`config.mk`:
```
export PLATFORM = sky130hd
export DESIGN_NAME = hitmem_ctrl
export DESIGN_NICKNAME = d
export VERILOG_FILES = /design/src/rtl/hm_pkg.sv /design/src/rtl/hm_hit_sync.sv /design/src/rtl/hm_slot.sv /design/src/rtl/hitmem_ctrl.sv
export SDC_FILE = /design/constraint.sdc
export NUM_CORES = 2
export LEC_CHECK = 0
export BUFFER_PORTS_ARGS = -buffer_cell sky130_fd_sc_hd__buf_4
export CAP_MARGIN = 20
export CORE_MARGIN = 2
export CORE_UTILIZATION = 33
export CTS_CLUSTER_SIZE = 14
export DETAILED_ROUTE_END_ITERATION = 16
export PLACE_DENSITY = 0.51
export SETUP_SLACK_MARGIN = 0.15
export SYNTH_ARGS = -nofsm -noshare
export SYNTH_HDL_FRONTEND = slang
export SYNTH_SLANG_ARGS = --single-unit
```
`constraint.sdc`:
```
create_clock -name clk -period 3.5 [get_ports clk]
set_clock_uncertainty 0.15 [all_clocks]
set_input_delay 0.875 -clock clk [delete_from_list [all_inputs] [get_ports clk]]
set_output_delay 0.875 -clock clk [all_outputs]
set_load 0.05 [all_outputs]
```
`src/rtl/hm_pkg.sv`:
```
package hm_pkg;
  parameter int unsigned HM_SIDE_DEF = 8;
  parameter int unsigned HM_REGS_DEF = 4;
  parameter int unsigned HM_TS_W_DEF = 16;
endpackage

```
`src/rtl/hm_hit_sync.sv`:
```
module hm_hit_sync #(
  parameter int unsigned W = 16
) (
  input  logic         clk,
  input  logic         rst_n,
  input  logic [W-1:0] raw_i,
  output logic [W-1:0] pulse_o
);
  logic [W-1:0] s1_q, s2_q, s3_q;

  always_ff @(posedge clk or negedge rst_n) begin
    if (!rst_n) begin
      s1_q <= '0;
      s2_q <= '0;
      s3_q <= '0;
    end else begin
      s1_q <= raw_i;
      s2_q <= s1_q;
      s3_q <= s2_q;
    end
  end

  assign pulse_o = s2_q & ~s3_q;

  AST_SINGLE_PULSE: assert property (@(posedge clk) disable iff (!rst_n)
    (pulse_o & $past(pulse_o)) == '0);
endmodule

```
`src/rtl/hm_slot.sv`:
```
module hm_slot #(
  parameter int unsigned N_REG = 4,
  parameter int unsigned TS_W  = 16
) (
  input  logic                        clk,
  input  logic                        rst_n,
  input  logic                        hit_p,
  input  logic                        clr,
  input  logic [TS_W-1:0]             ts,
  output logic [N_REG-1:0][TS_W-1:0]  mem_o,
  output logic [N_REG-1:0]            flags_o,
  output logic                        ovf_o
);
  localparam int unsigned REG_W = $clog2(N_REG);
  localparam int unsigned CNT_W = $clog2(N_REG + 1);
  localparam logic [CNT_W-1:0] FULL = CNT_W'(N_REG);

  logic [CNT_W-1:0]           cnt_q, cnt_n;
  logic [N_REG-1:0]           flags_q, flags_n;
  logic                       ovf_q, ovf_n;
  logic [N_REG-1:0][TS_W-1:0] mem_q;
  logic                       wr_en;
  logic [REG_W-1:0]           wr_idx;

  always_comb begin
    cnt_n   = cnt_q;
    flags_n = flags_q;
    ovf_n   = ovf_q;
    wr_en   = 1'b0;
    wr_idx  = '0;
    if (clr) begin
      cnt_n   = '0;
      flags_n = '0;
      ovf_n   = 1'b0;
    end
    if (hit_p) begin
      if (clr) begin
        wr_en    = 1'b1;
        wr_idx   = '0;
        cnt_n    = CNT_W'(1);
        flags_n  = N_REG'(1);
      end else if (cnt_q < FULL) begin
        wr_en           = 1'b1;
        wr_idx          = cnt_q[REG_W-1:0];
        cnt_n           = cnt_q + CNT_W'(1);
        flags_n[wr_idx] = 1'b1;
      end else begin
        ovf_n = 1'b1;
      end
    end
  end

  always_ff @(posedge clk or negedge rst_n) begin
    if (!rst_n) begin
      cnt_q   <= '0;
      flags_q <= '0;
      ovf_q   <= 1'b0;
    end else begin
      cnt_q   <= cnt_n;
      flags_q <= flags_n;
      ovf_q   <= ovf_n;
    end
  end

  for (genvar i = 0; i < N_REG; i++) begin : g_reg
    always_ff @(posedge clk or negedge rst_n) begin
      if (!rst_n) begin
        mem_q[i] <= '0;
      end else if (wr_en && (wr_idx == REG_W'(i))) begin
        mem_q[i] <= ts;
      end
    end
  end

  assign mem_o   = mem_q;
  assign flags_o = flags_q;
  assign ovf_o   = ovf_q;

  AST_ORDERED_FILL: assert property (@(posedge clk) disable iff (!rst_n)
    (flags_q & (flags_q + N_REG'(1))) == '0);
  AST_FULL_DROP: assert property (@(posedge clk) disable iff (!rst_n)
    (flags_q == '1 && hit_p && !clr) |=> (ovf_q && $stable(mem_q) && $stable(flags_q)));
  AST_CLR_ONLY: assert property (@(posedge clk) disable iff (!rst_n)
    (clr && !hit_p) |=> (flags_q == '0 && !ovf_q));
  AST_CLR_WITH_HIT: assert property (@(posedge clk) disable iff (!rst_n)
    (clr && hit_p) |=> (flags_q == N_REG'(1) && mem_q[0] == $past(ts)));
endmodule

```
`src/rtl/hitmem_ctrl.sv`:
```
module hitmem_ctrl #(
  parameter int unsigned N_SIDE = hm_pkg::HM_SIDE_DEF,
  parameter int unsigned N_REG  = hm_pkg::HM_REGS_DEF,
  parameter int unsigned TS_W   = hm_pkg::HM_TS_W_DEF,
  localparam int unsigned NPIX  = 2 * N_SIDE,
  localparam int unsigned PIX_W = $clog2(NPIX),
  localparam int unsigned REG_W = $clog2(N_REG)
) (
  input  logic             clk,
  input  logic             rst_n,
  input  logic [NPIX-1:0]  hit_i,
  input  logic [TS_W-1:0]  ts_i,
  input  logic [PIX_W-1:0] rd_pix_i,
  input  logic [REG_W-1:0] rd_reg_i,
  input  logic             clr_i,
  output logic [TS_W-1:0]  rd_ts_o,
  output logic             rd_flag_o,
  output logic [NPIX-1:0]  ovf_o
);
  logic [NPIX-1:0]            pulse;
  logic [N_REG-1:0][TS_W-1:0] mem   [NPIX];
  logic [N_REG-1:0]           flags [NPIX];

  hm_hit_sync #(.W(NPIX)) u_sync (
    .clk     (clk),
    .rst_n   (rst_n),
    .raw_i   (hit_i),
    .pulse_o (pulse)
  );

  for (genvar p = 0; p < NPIX; p++) begin : g_pix
    logic clr_sel;
    assign clr_sel = clr_i && (rd_pix_i == PIX_W'(p));
    hm_slot #(.N_REG(N_REG), .TS_W(TS_W)) u_slot (
      .clk     (clk),
      .rst_n   (rst_n),
      .hit_p   (pulse[p]),
      .clr     (clr_sel),
      .ts      (ts_i),
      .mem_o   (mem[p]),
      .flags_o (flags[p]),
      .ovf_o   (ovf_o[p])
    );
  end

  always_comb begin
    rd_ts_o   = '0;
    rd_flag_o = 1'b0;
    for (int p = 0; p < NPIX; p++) begin
      if (rd_pix_i == PIX_W'(p)) begin
        rd_ts_o   = mem[p][rd_reg_i];
        rd_flag_o = flags[p][rd_reg_i];
      end
    end
  end

  AST_READ_CLEARED: assert property (@(posedge clk) disable iff (!rst_n)
    (clr_i && !pulse[rd_pix_i]) |=> (!ovf_o[$past(rd_pix_i)]));
endmodule

```
==> impl_metrics.csv <==
group,metric,value,unit
run_status,status,"finished, violations left",
run_status,violations,"setup timing",
routing,ant_nets,0,
floorplan,initial_utilization,0.331,
hold_path,min_path_cells,1,
synthesis,synth_ff_type,"dfrtp_1",
grt,gr-total-overflow,0,
place,gp_congestion,0.847,
synthesis,ys_ff_latch,1200,
routing,route.detailed.drc,0,
grt,met2_usage,0.324,
clock_network,root_buffer,"clkbuf_16",
timing,rsz0062_at_grt,"true",
grt,antenna_found_initial,5,
timing,finalSetupViolCount,17,
synthesis,synth_top_area_frac,0.544,
critical_path,critPathMaxFanout,8,
clock_network,cts_sinks,1200,
place,pre_cts_slack,-1.09,ns
timing,finalCritPeriodShare,1.20,
clock_network,cts_tree,"yes",
pwr,powerDensity,789,mW/mm²
timing,tightestPinTransition,1.00,ns
floorplan,core_area,0.167,mm²
critical_path,crit_path_end,"rd_ts_o[10]",
clock_network,clock_path_buffers,3,
clock_network,cts_buffers,141,
routing,via_per_inst,5.29,
clock_network,clkLatencyLatePin,0.82,ns
pwr,p_leak,29.8,nW
synthesis,yosysTopAreaCell,"dfrtp_1",
timing,max_freq,0.238,GHz
synthesis,syn_nets,3917,
critical_path,reg2reg_depth,6,
floorplan,die_w,413,µm
synthesis,synth_edf_count,0,
timing,period_needed,4.20,ns
critical_path,reg2reg_slack,0.99,ns
floorplan,io_pins,74,
critical_path,cp.arrival,3.17,ns
critical_path,cp_slowest_cell,"mux4_2",
cells_and_area,area.growth.synth_to_final,24.7,%
critical_path,critical_path_depth,12,
floorplan,rows,150,
timing,slew_headroom,0.332,
synthesis,ys_types,74,
place,place_inst,6226,
critical_path,critPathKind,"in -> out",
synthesis,synth_warnings,0,
floorplan,die_area,0.171,mm²
synthesis,ys_top_cells_by_area,"dfrtp_1, mux2_2, mux4_2",
critical_path,required,2.47,ns
synthesis,netlist_instances,3812,
grt,busiest_layer,"met2",
flow_run,maxCapViolCount,0,
grt,grt_usage,0.210,
place,io_buffers,73,
synthesis,ys_seq_area_frac,0.544,
synthesis,synth_area_per_cell,14.5,µm²
grt,grt_max_degree,137,
cells_and_area,fin_cells,6548,
clock_network,path_clk_slew,0.05,ns
grt,grt_pass1_vias,35800,
routing,routedWlPerCell,27.2,µm
routing,drt-initial-drc-count,2738,
synthesis,synth.most_common_cell,"dfrtp_1",
critical_path,crit_start,"rd_reg_i[0]",
floorplan,die_h,413,µm
critical_path,r2r-end,"g_pix[15].u_slot.mem_o[46]",
timing,drv_slew,0,
pwr,peakVddDrop,438,µV
synthesis,synthArstFlopShare,1.00,
clock_network,cts_htree_levels,4,
routing,vias,34700,
synthesis,yosys-top-cells-count,"dfrtp_1, mux2_2, mux4_2, nor2_1, a21oi_1",
timing,hold_viol,0,
synthesis,synth_area,0.0552,mm²
grt,met1_usage,0.296,
timing,fin_ws,-0.696,ns
grt,grt_pass1_wl,259,mm
critical_path,cp_num_buf_inv,8,
grt,gr-usage-met3,0.0472,
hold_path,min_path_type,"in -> reg",
cells_and_area,final_core_util,0.413,
routing,firstDrtPassIters,5,
critical_path,crit_chain,"buf_16 -> buf_16 -> buf_12 -> buf_8 -> buf_12 -> mux4_2 -> o211ai_1 -> buf_4 -> a31o_1 -> buf_6 -> a21oi_4 -> buf_8",
critical_path,crit_path_start_kind,"input port",
critical_path,cpLargestDelayFamily,"buffers and inverters",
critical_path,r2r_start,"u_sync.s2_q[15]",
cells_and_area,drive_gt1_frac,0.532,
critical_path,critical-path-max-stage-delay,0.39,ns
place,hpwlAfterDp,117,mm
cells_and_area,final_nets,4332,
routing,finalWirelength,178,mm
critical_path,endpoint_kind,"primary output",
==> power by group <==
group | leakage (nW) | switching (mW) | internal, mW
logic | 12.5 | 6.59 | 8.78
clock network | 2.46 | 6.42 | 9.25
registers | 14.8 | 3.34 | 20.0
total | 29.8 | 16.4 | 38.0
==> registers in the layout, summed over array words and instances, names as in the netlist <==
register              count
u_sync.s3_q              16
g_pix.u_slot.ovf_o       16
g_pix.u_slot.cnt_q       48
u_sync.s1_q              16
g_pix.u_slot.flags_o     64
u_sync.s2_q              16
g_pix.u_slot.mem_o     1024
==> worst register-to-register path, stage by stage, from the launching register on <==
cell and delay (ns):
dfrtp_1 0.60, nand2b_1 0.20, nor2_1 0.37, inv_1 0.22, nor4_4 0.24, buf_12 0.22, mux2_2 0.37
==> logic make-up after synthesis <==
| family | count (synthesis) | share of synthesized area |
|---|---|---|
| fa+ha+maj | 64 | 0.0145 |
| simple gates | 448 | 0.0424 |
| flops | 1200 | 0.544 |
| compound gates | 389 | 0.0436 |
| buf+inv | 381 | 0.0325 |
| mux | 1330 | 0.323 |
==> final cells by class <==
type	instances	area [µm²]
diodes	1	2.50
clock buffers	200	4100
clock inverters	59	910
fillers	15300	97800
inverters	54	203
multi-input cells	2231	24300
flip-flops and latches	1200	30000
well taps	2204	2760
repair buffers	599	6520
==> timing repair <==
item | CTS | global route
gates resized for setup | 174 | 55
buffers inserted | 27 | 17
endpoints found under the hold margin | 51 | 0
gates cloned | 2 | 1
hold buffers | 15 | 0
pin swaps | 50 | 37
setup endpoints to repair | 17 | 17
==> per-stage QoR <==
stage	hold slack [ns]	TNS, ns	power, mW	instance area [µm²]
3_5_place_dp	0.185	-37.18	38.5	62200
5_1_grt	0.0196	-10.93	57.2	68900
6_report	0.0723	-10.14	54.4	68900
3_3_place_gp	0.182	-34.47	38.0	62200
4_1_cts	0.00517	-10.51	54.7	68400
2_1_floorplan	0.181	-0.368	33.1	55900
==> worst min-delay path by stage <==
stage                              start              to  slack [ns]
after floorplan           u_sync.s1_q[0]  u_sync.s2_q[0]        0.18
after global placement    u_sync.s1_q[2]  u_sync.s2_q[2]        0.18
after global routing            hit_i[4]  u_sync.s1_q[4]        0.02
final                           hit_i[4]  u_sync.s1_q[4]        0.07
after CTS                       hit_i[4]  u_sync.s1_q[4]       0.005
after detailed placement  u_sync.s1_q[4]  u_sync.s2_q[4]        0.18
==> placed cells by master, fill, tap and decap left out, types with 15 or more instances in the layout <==
cell type         n
nor2b_1          23
a21oi_1         129
mux2i_1          21
nor2_1          149
nand3_1          31
dfrtp_1        1200
clkbuf_1         24
ha_1             64
clkinv_2         27
nand4_1          35
a22oi_1          26
o22ai_1          24
inv_1            54
buf_4           396
a21oi_2          26
nor2_2           18
buf_8            17
buf_6            39
o21ai_0          41
nand2b_1         22
mux2_2         1046
clkbuf_16       142
nand2_1          78
a22oi_2          30
clkbuf_8         35
mux4_2          257
buf_12          124
dlygate4sd3_1    15
==> routing by layer <==
| metal | wire, µm | up-vias |
|---|---|---|
| li1 | - | 14900 |
| met1 | 81600 | 18700 |
| met2 | 81300 | 831 |
| met3 | 10000 | 221 |
| met4 | 4850 | 0 |
| met5 | 0 | - |
No activity file was read; power rests on OpenSTA's default activity.
